$ cat config.mk
export PLATFORM = sky130hd
export DESIGN_NAME = hp_slot_ctrl
export DESIGN_NICKNAME = d
export VERILOG_FILES = /design/src/rtl/hp_pkg.sv /design/src/rtl/hp_debounce.sv /design/src/rtl/hp_blink_div.sv /design/src/rtl/hp_indicator.sv /design/src/rtl/hp_slot_ctrl.sv
export SDC_FILE = /design/constraint.sdc
export NUM_CORES = 1
export LEC_CHECK = 0
export BUFFER_PORTS_ARGS = -buffer_cell sky130_fd_sc_hd__buf_2
export CORE_AREA = 2 2 87 89
export CTS_BUF_LIST = sky130_fd_sc_hd__clkbuf_8
export DETAILED_ROUTE_END_ITERATION = 6
export DIE_AREA = 0 0 89 91
export PLACE_DENSITY = 0.7
export SYNTH_ARGS = -nofsm -noshare
export SYNTH_HDL_FRONTEND = slang
export SYNTH_SLANG_ARGS = --single-unit
$ cat constraint.sdc
create_clock -name clk_i -period 6.1 [get_ports clk_i]
set_clock_uncertainty 0.1 [all_clocks]
set_input_delay 0.915 -clock clk_i [delete_from_list [all_inputs] [get_ports clk_i]]
set_output_delay 0.915 -clock clk_i [all_outputs]
set_load 0.05 [all_outputs]
$ cat src/rtl/hp_pkg.sv
package hp_pkg;
  typedef enum logic [1:0] {
    IND_OFF   = 2'd0,
    IND_ON    = 2'd1,
    IND_BLINK = 2'd2
  } ind_state_e;

  localparam logic [1:0] CMD_HOLD  = 2'b00;
  localparam logic [1:0] CMD_ON    = 2'b01;
  localparam logic [1:0] CMD_BLINK = 2'b10;
  localparam logic [1:0] CMD_OFF   = 2'b11;

  localparam int unsigned ST_PDS = 0;
  localparam int unsigned ST_PDC = 1;
  localparam int unsigned ST_ABP = 2;
  localparam int unsigned ST_W   = 3;
endpackage

$ cat src/rtl/hp_debounce.sv
module hp_debounce #(
  parameter int unsigned CNT_W = 16
) (
  input  logic             clk_i,
  input  logic             rst_ni,
  input  logic             raw_i,
  input  logic [CNT_W-1:0] len_i,
  output logic             level_o
);
  logic             sync1_q, sync2_q, stable_q;
  logic [CNT_W-1:0] cnt_q;
  logic [CNT_W:0]   cnt_inc;

  assign cnt_inc = {1'b0, cnt_q} + 1'b1;

  always_ff @(posedge clk_i or negedge rst_ni) begin
    if (!rst_ni) begin
      sync1_q  <= 1'b0;
      sync2_q  <= 1'b0;
      stable_q <= 1'b0;
      cnt_q    <= '0;
    end else begin
      sync1_q <= raw_i;
      sync2_q <= sync1_q;
      if (sync2_q == stable_q) begin
        cnt_q <= '0;
      end else if (cnt_inc >= {1'b0, len_i}) begin
        stable_q <= sync2_q;
        cnt_q    <= '0;
      end else begin
        cnt_q <= cnt_inc[CNT_W-1:0];
      end
    end
  end

  assign level_o = stable_q;
endmodule

$ cat src/rtl/hp_blink_div.sv
module hp_blink_div #(
  parameter int unsigned DIV = 4096
) (
  input  logic clk_i,
  input  logic rst_ni,
  output logic phase_o
);
  localparam int unsigned DIV_W = (DIV > 2) ? $clog2(DIV) : 1;
  localparam logic [DIV_W-1:0] LAST = DIV_W'(DIV - 1);

  logic [DIV_W-1:0] cnt_q;
  logic             phase_q;

  always_ff @(posedge clk_i or negedge rst_ni) begin
    if (!rst_ni) begin
      cnt_q   <= '0;
      phase_q <= 1'b0;
    end else if (cnt_q == LAST) begin
      cnt_q   <= '0;
      phase_q <= ~phase_q;
    end else begin
      cnt_q <= cnt_q + 1'b1;
    end
  end

  assign phase_o = phase_q;
endmodule

$ cat src/rtl/hp_indicator.sv
module hp_indicator
  import hp_pkg::*;
(
  input  logic       clk_i,
  input  logic       rst_ni,
  input  logic [1:0] cmd_i,
  input  logic       phase_i,
  output logic       led_o
);
  ind_state_e state_q;

  always_ff @(posedge clk_i or negedge rst_ni) begin
    if (!rst_ni) begin
      state_q <= IND_OFF;
    end else begin
      unique case (cmd_i)
        CMD_ON:    state_q <= IND_ON;
        CMD_BLINK: state_q <= IND_BLINK;
        CMD_OFF:   state_q <= IND_OFF;
        default:   state_q <= state_q;
      endcase
    end
  end

  always_comb begin
    unique case (state_q)
      IND_ON:    led_o = 1'b1;
      IND_BLINK: led_o = phase_i;
      default:   led_o = 1'b0;
    endcase
  end
endmodule

$ cat src/rtl/hp_slot_ctrl.sv
module hp_slot_ctrl
  import hp_pkg::*;
#(
  parameter int unsigned CNT_W     = 16,
  parameter int unsigned BLINK_DIV = 4096
) (
  input  logic             clk_i,
  input  logic             rst_ni,
  input  logic             presence_i,
  input  logic             power_ok_i,
  input  logic             button_i,
  input  logic [CNT_W-1:0] deb_cycles_i,
  input  logic             hp_en_i,
  input  logic             pd_en_i,
  input  logic             ab_en_i,
  input  logic             clr_pdc_i,
  input  logic             clr_abp_i,
  input  logic [1:0]       attn_cmd_i,
  input  logic [1:0]       pwr_cmd_i,
  output logic [ST_W-1:0]  status_o,
  output logic             attn_led_o,
  output logic             pwr_led_o,
  output logic             irq_o
);
  localparam int unsigned N_IN  = 2;
  localparam int unsigned N_IND = 2;

  logic [N_IN-1:0]      raw_in, flt_in;
  logic [N_IND-1:0][1:0] ind_cmd;
  logic [N_IND-1:0]     ind_led;
  logic                 blink_phase;

  logic pds_q, pdc_q, abp_q, btn_prev_q;
  logic pres_ok, pds_evt, abp_evt;

  assign raw_in = {button_i, presence_i};

  for (genvar g = 0; g < N_IN; g++) begin : g_deb
    hp_debounce #(.CNT_W(CNT_W)) u_deb (
      .clk_i  (clk_i),
      .rst_ni (rst_ni),
      .raw_i  (raw_in[g]),
      .len_i  (deb_cycles_i),
      .level_o(flt_in[g])
    );
  end

  // presence only counts while slot power is present
  assign pres_ok = flt_in[0] & power_ok_i;
  assign pds_evt = pres_ok != pds_q;
  assign abp_evt = flt_in[1] & ~btn_prev_q;

  always_ff @(posedge clk_i or negedge rst_ni) begin
    if (!rst_ni) begin
      pds_q      <= 1'b0;
      pdc_q      <= 1'b0;
      abp_q      <= 1'b0;
      btn_prev_q <= 1'b0;
    end else begin
      pds_q      <= pres_ok;
      btn_prev_q <= flt_in[1];
      // set wins over a same-cycle clear
      pdc_q      <= pds_evt | (pdc_q & ~clr_pdc_i);
      abp_q      <= abp_evt | (abp_q & ~clr_abp_i);
    end
  end

  assign status_o[ST_PDS] = pds_q;
  assign status_o[ST_PDC] = pdc_q;
  assign status_o[ST_ABP] = abp_q;

  assign irq_o = hp_en_i & ((pdc_q & pd_en_i) | (abp_q & ab_en_i));

  hp_blink_div #(.DIV(BLINK_DIV)) u_div (
    .clk_i  (clk_i),
    .rst_ni (rst_ni),
    .phase_o(blink_phase)
  );

  assign ind_cmd[0] = attn_cmd_i;
  assign ind_cmd[1] = pwr_cmd_i;

  for (genvar g = 0; g < N_IND; g++) begin : g_ind
    hp_indicator u_ind (
      .clk_i  (clk_i),
      .rst_ni (rst_ni),
      .cmd_i  (ind_cmd[g]),
      .phase_i(blink_phase),
      .led_o  (ind_led[g])
    );
  end

  assign attn_led_o = ind_led[0];
  assign pwr_led_o  = ind_led[1];
endmodule

==> metrics.txt <==
Mean Syn Cell Area 10.3 um^2; R2R setup slack 2620 ps; clk root buf clkbuf_8; # IOs 36; pwr dens 212 mW/mm^2; Int Pwr 0.626 mW; Slew headroom 0.413; r2r startpoint g_deb[0].u_deb.cnt_q[0]; Core ar. 0.00714 mm^2; Post-synth EDFFs 0; Worst R2R End g_deb[0].u_deb.cnt_q[3]; drt via density 5.09; vias 2464; Hold Vio Cnt, Final 0; Period minus WS final 3480 ps; setup tns final 0 ps; post-DP HPWL 4930 um; Synth Cell Area 0.00349 mm^2; final count of pins violating max slew 0; Final setup viols 0; initial antenna violation count 0; Sequential Power Share 0.483; post-synthesis register bit count 59; worst hold endpoint g_deb[1].u_deb.sync2_q; Synth Warn # 0; Final ANT Viol Nets 0; Die Area 0.00810 mm^2; top cells by area, synth dfrtp_1 (42%), ha_1 (14%), xnor2_1 (5.0%); # hold bufs at CTS 0; Worst-Skew Late Latency 350 ps; H-Tree Depth 3; crit-path cells ha_1, nand3_1, nor2_1, and3_1, xor2_1, ha_1, a21o_1, a21oi_1, o21ai_0, nand3_1, nand4b_1, and2b_1; Crit path largest cell delay 600 ps; startpoint types flip-flop; final net count 449; layout cells sized above 1 0.205; Post-synth top flop dfrtp_1; Mapped Nets 408; RSZ-0062 raised after global routing no; CTS tree yes; total congestion overflow 0; max cap viols 0; Core Util, Final 0.553; Synth async-reset ratio 1.00; crit share post-route 0.571; Leak Pwr 2.07 nW; first-pass GRT wire length 11200 um; Critical Path End Type flip-flop; R2R depth 12; most common cell after layout, fill and taps aside dfrtp_1; Syn Inst Count 339; gpl congestion 0.778; status completed; Crit Path Max Fanout 16; hold path cells 0; Rows 31; kind of critical path reg -> reg; per-cell routed wire length 13.4 um; Tightest Hold Check Type reg -> reg; Comb power frac 0.084; Place WS 2640 ps; clk buf depth 2; clk slew on worst S/H paths 70 ps; Initial Utilization 0.488; gr usage total 0.179; Yosys top cell area share 0.424; Synth-to-Final Area Change 13.2%; CP Data Arrival Time 3670 ps; Post-CTS Setup Inserts 0; synth unique cells 43; CTS Sinks 59; Inst Count DP 468; largest area contributor in the netlist dfrtp_1; residual DRC count 0; I/O Buffers 35; Initial DRC Count 108; largest net degree at the start of global routing 60; width of the die 89 um; Sw Share 0.251; Seq/Total Area, Yosys 0.424; P_sw 0.210 mW; Least-Margin Pin Slew 877 ps; fmax 0.287 GHz; CTS Buf Count 9; required time of the critical path 6280 ps; most frequent cells in the layout dfrtp_1 (59), ha_1 (39), buf_2 (35); Clk network pwr share 0.433; die height 91 um; Max VDD drop 0.133 mV; non-filler cells, final 484; vias in the first global route 2500; total power 0.836 mW; final WL 6470 um; Ant. Diodes 0; post_cts resized 0; Pre-Repair DR Iteration Count 4; final setup margin 2620 ps; crit path max-delay cell type nand4b_1; min-delay src g_deb[1].u_deb.sync1_q
critical path: cells and delay by family (launching register included):
kind	cells	cell delay [ps]
DFF	1	420
adders and majority gates	2	490
and+or+nand+nor	6	1770
xor gates and xnor gates	1	210
AOI/OAI and AO/OA	3	420
worst max path at each step:
stage                                        from                      end  cells past startpoint
after global placement    g_deb[0].u_deb.cnt_q[0]  g_deb[0].u_deb.cnt_q[3]                     12
after global routing      g_deb[0].u_deb.cnt_q[0]  g_deb[0].u_deb.cnt_q[3]                     12
after floorplan           g_deb[1].u_deb.cnt_q[0]   g_deb[1].u_deb.level_o                     11
after CTS                 g_deb[0].u_deb.cnt_q[0]  g_deb[0].u_deb.cnt_q[3]                     12
final                     g_deb[0].u_deb.cnt_q[0]  g_deb[0].u_deb.cnt_q[3]                     12
after detailed placement  g_deb[0].u_deb.cnt_q[0]  g_deb[0].u_deb.cnt_q[6]                     12
routing by layer:
metal | part of all wire | track usage
met5 | 0 | 0
met4 | 0.025 | 0.0771
met3 | 0.066 | 0.0682
met2 | 0.44 | 0.263
met1 | 0.46 | 0.235
registers in the layout, summed over array words and instances, names as in the netlist:
name                 flops
pds_q                    1
g_ind.u_ind.state_q      4
u_div.cnt_q             12
btn_prev_q               1
pdc_q                    1
g_deb.u_deb.sync1_q      2
abp_q                    1
g_deb.u_deb.sync2_q      2
u_div.phase_o            1
g_deb.u_deb.level_o      2
g_deb.u_deb.cnt_q       32
synthesized netlist by cell type, types with 2 or more instances:
cell	count
dfrtp_1	59
ha_1	39
nor2_1	33
inv_1	28
xnor2_1	20
xor2_1	20
nand3_1	19
nand4_1	14
nand2_1	13
nor2b_2	12
a21oi_1	10
o21ai_0	7
a21o_1	6
and2b_2	6
nor2b_1	6
nor3_1	6
and2b_1	5
and3_1	4
buf_4	3
a211oi_1	2
and2_1	2
and4_1	2
buf_6	2
nor2_2	2
power groups by stage:
| stage | sequential [mW] | clock (mW) | combinational [mW] |
|---|---|---|---|
| 2_1_floorplan | 0.409 | 0 | 0.0446 |
| 3_3_place_gp | 0.410 | 0 | 0.0692 |
| 3_5_place_dp | 0.411 | 0 | 0.0715 |
| 4_1_cts | 0.403 | 0.372 | 0.0719 |
| 5_1_grt | 0.404 | 0.391 | 0.0811 |
| 6_report | 0.403 | 0.362 | 0.0703 |
kinds of logic after synthesis:
group	share of synthesized area
flip-flops	0.424
multiplexers	0.00646
AND/OR/NAND/NOR	0.212
buffers and inverters	0.0441
XOR/XNOR	0.101
adder cells (fa/ha/maj)	0.140
AO/OA/AOI/OAI	0.0736
metrics by stage:
stage	hold WS (ps)	instance area (um^2)
finish	253	3950
global route	269	3950
global placement	235	3740
CTS	256	3950
detailed placement	240	3740
floorplan	231	3490
layout make-up:
cell class	instances	area, um^2
Clock buffer	10	138
Clock inverter	6	65.1
Fill cell	651	3190
Inverter	28	105
Multi-Input combinational cell	246	1860
Sequential cell	59	1480
Tap cell	99	124
Timing Repair Buffer	36	183
Power figures use the tool's default switching activity.
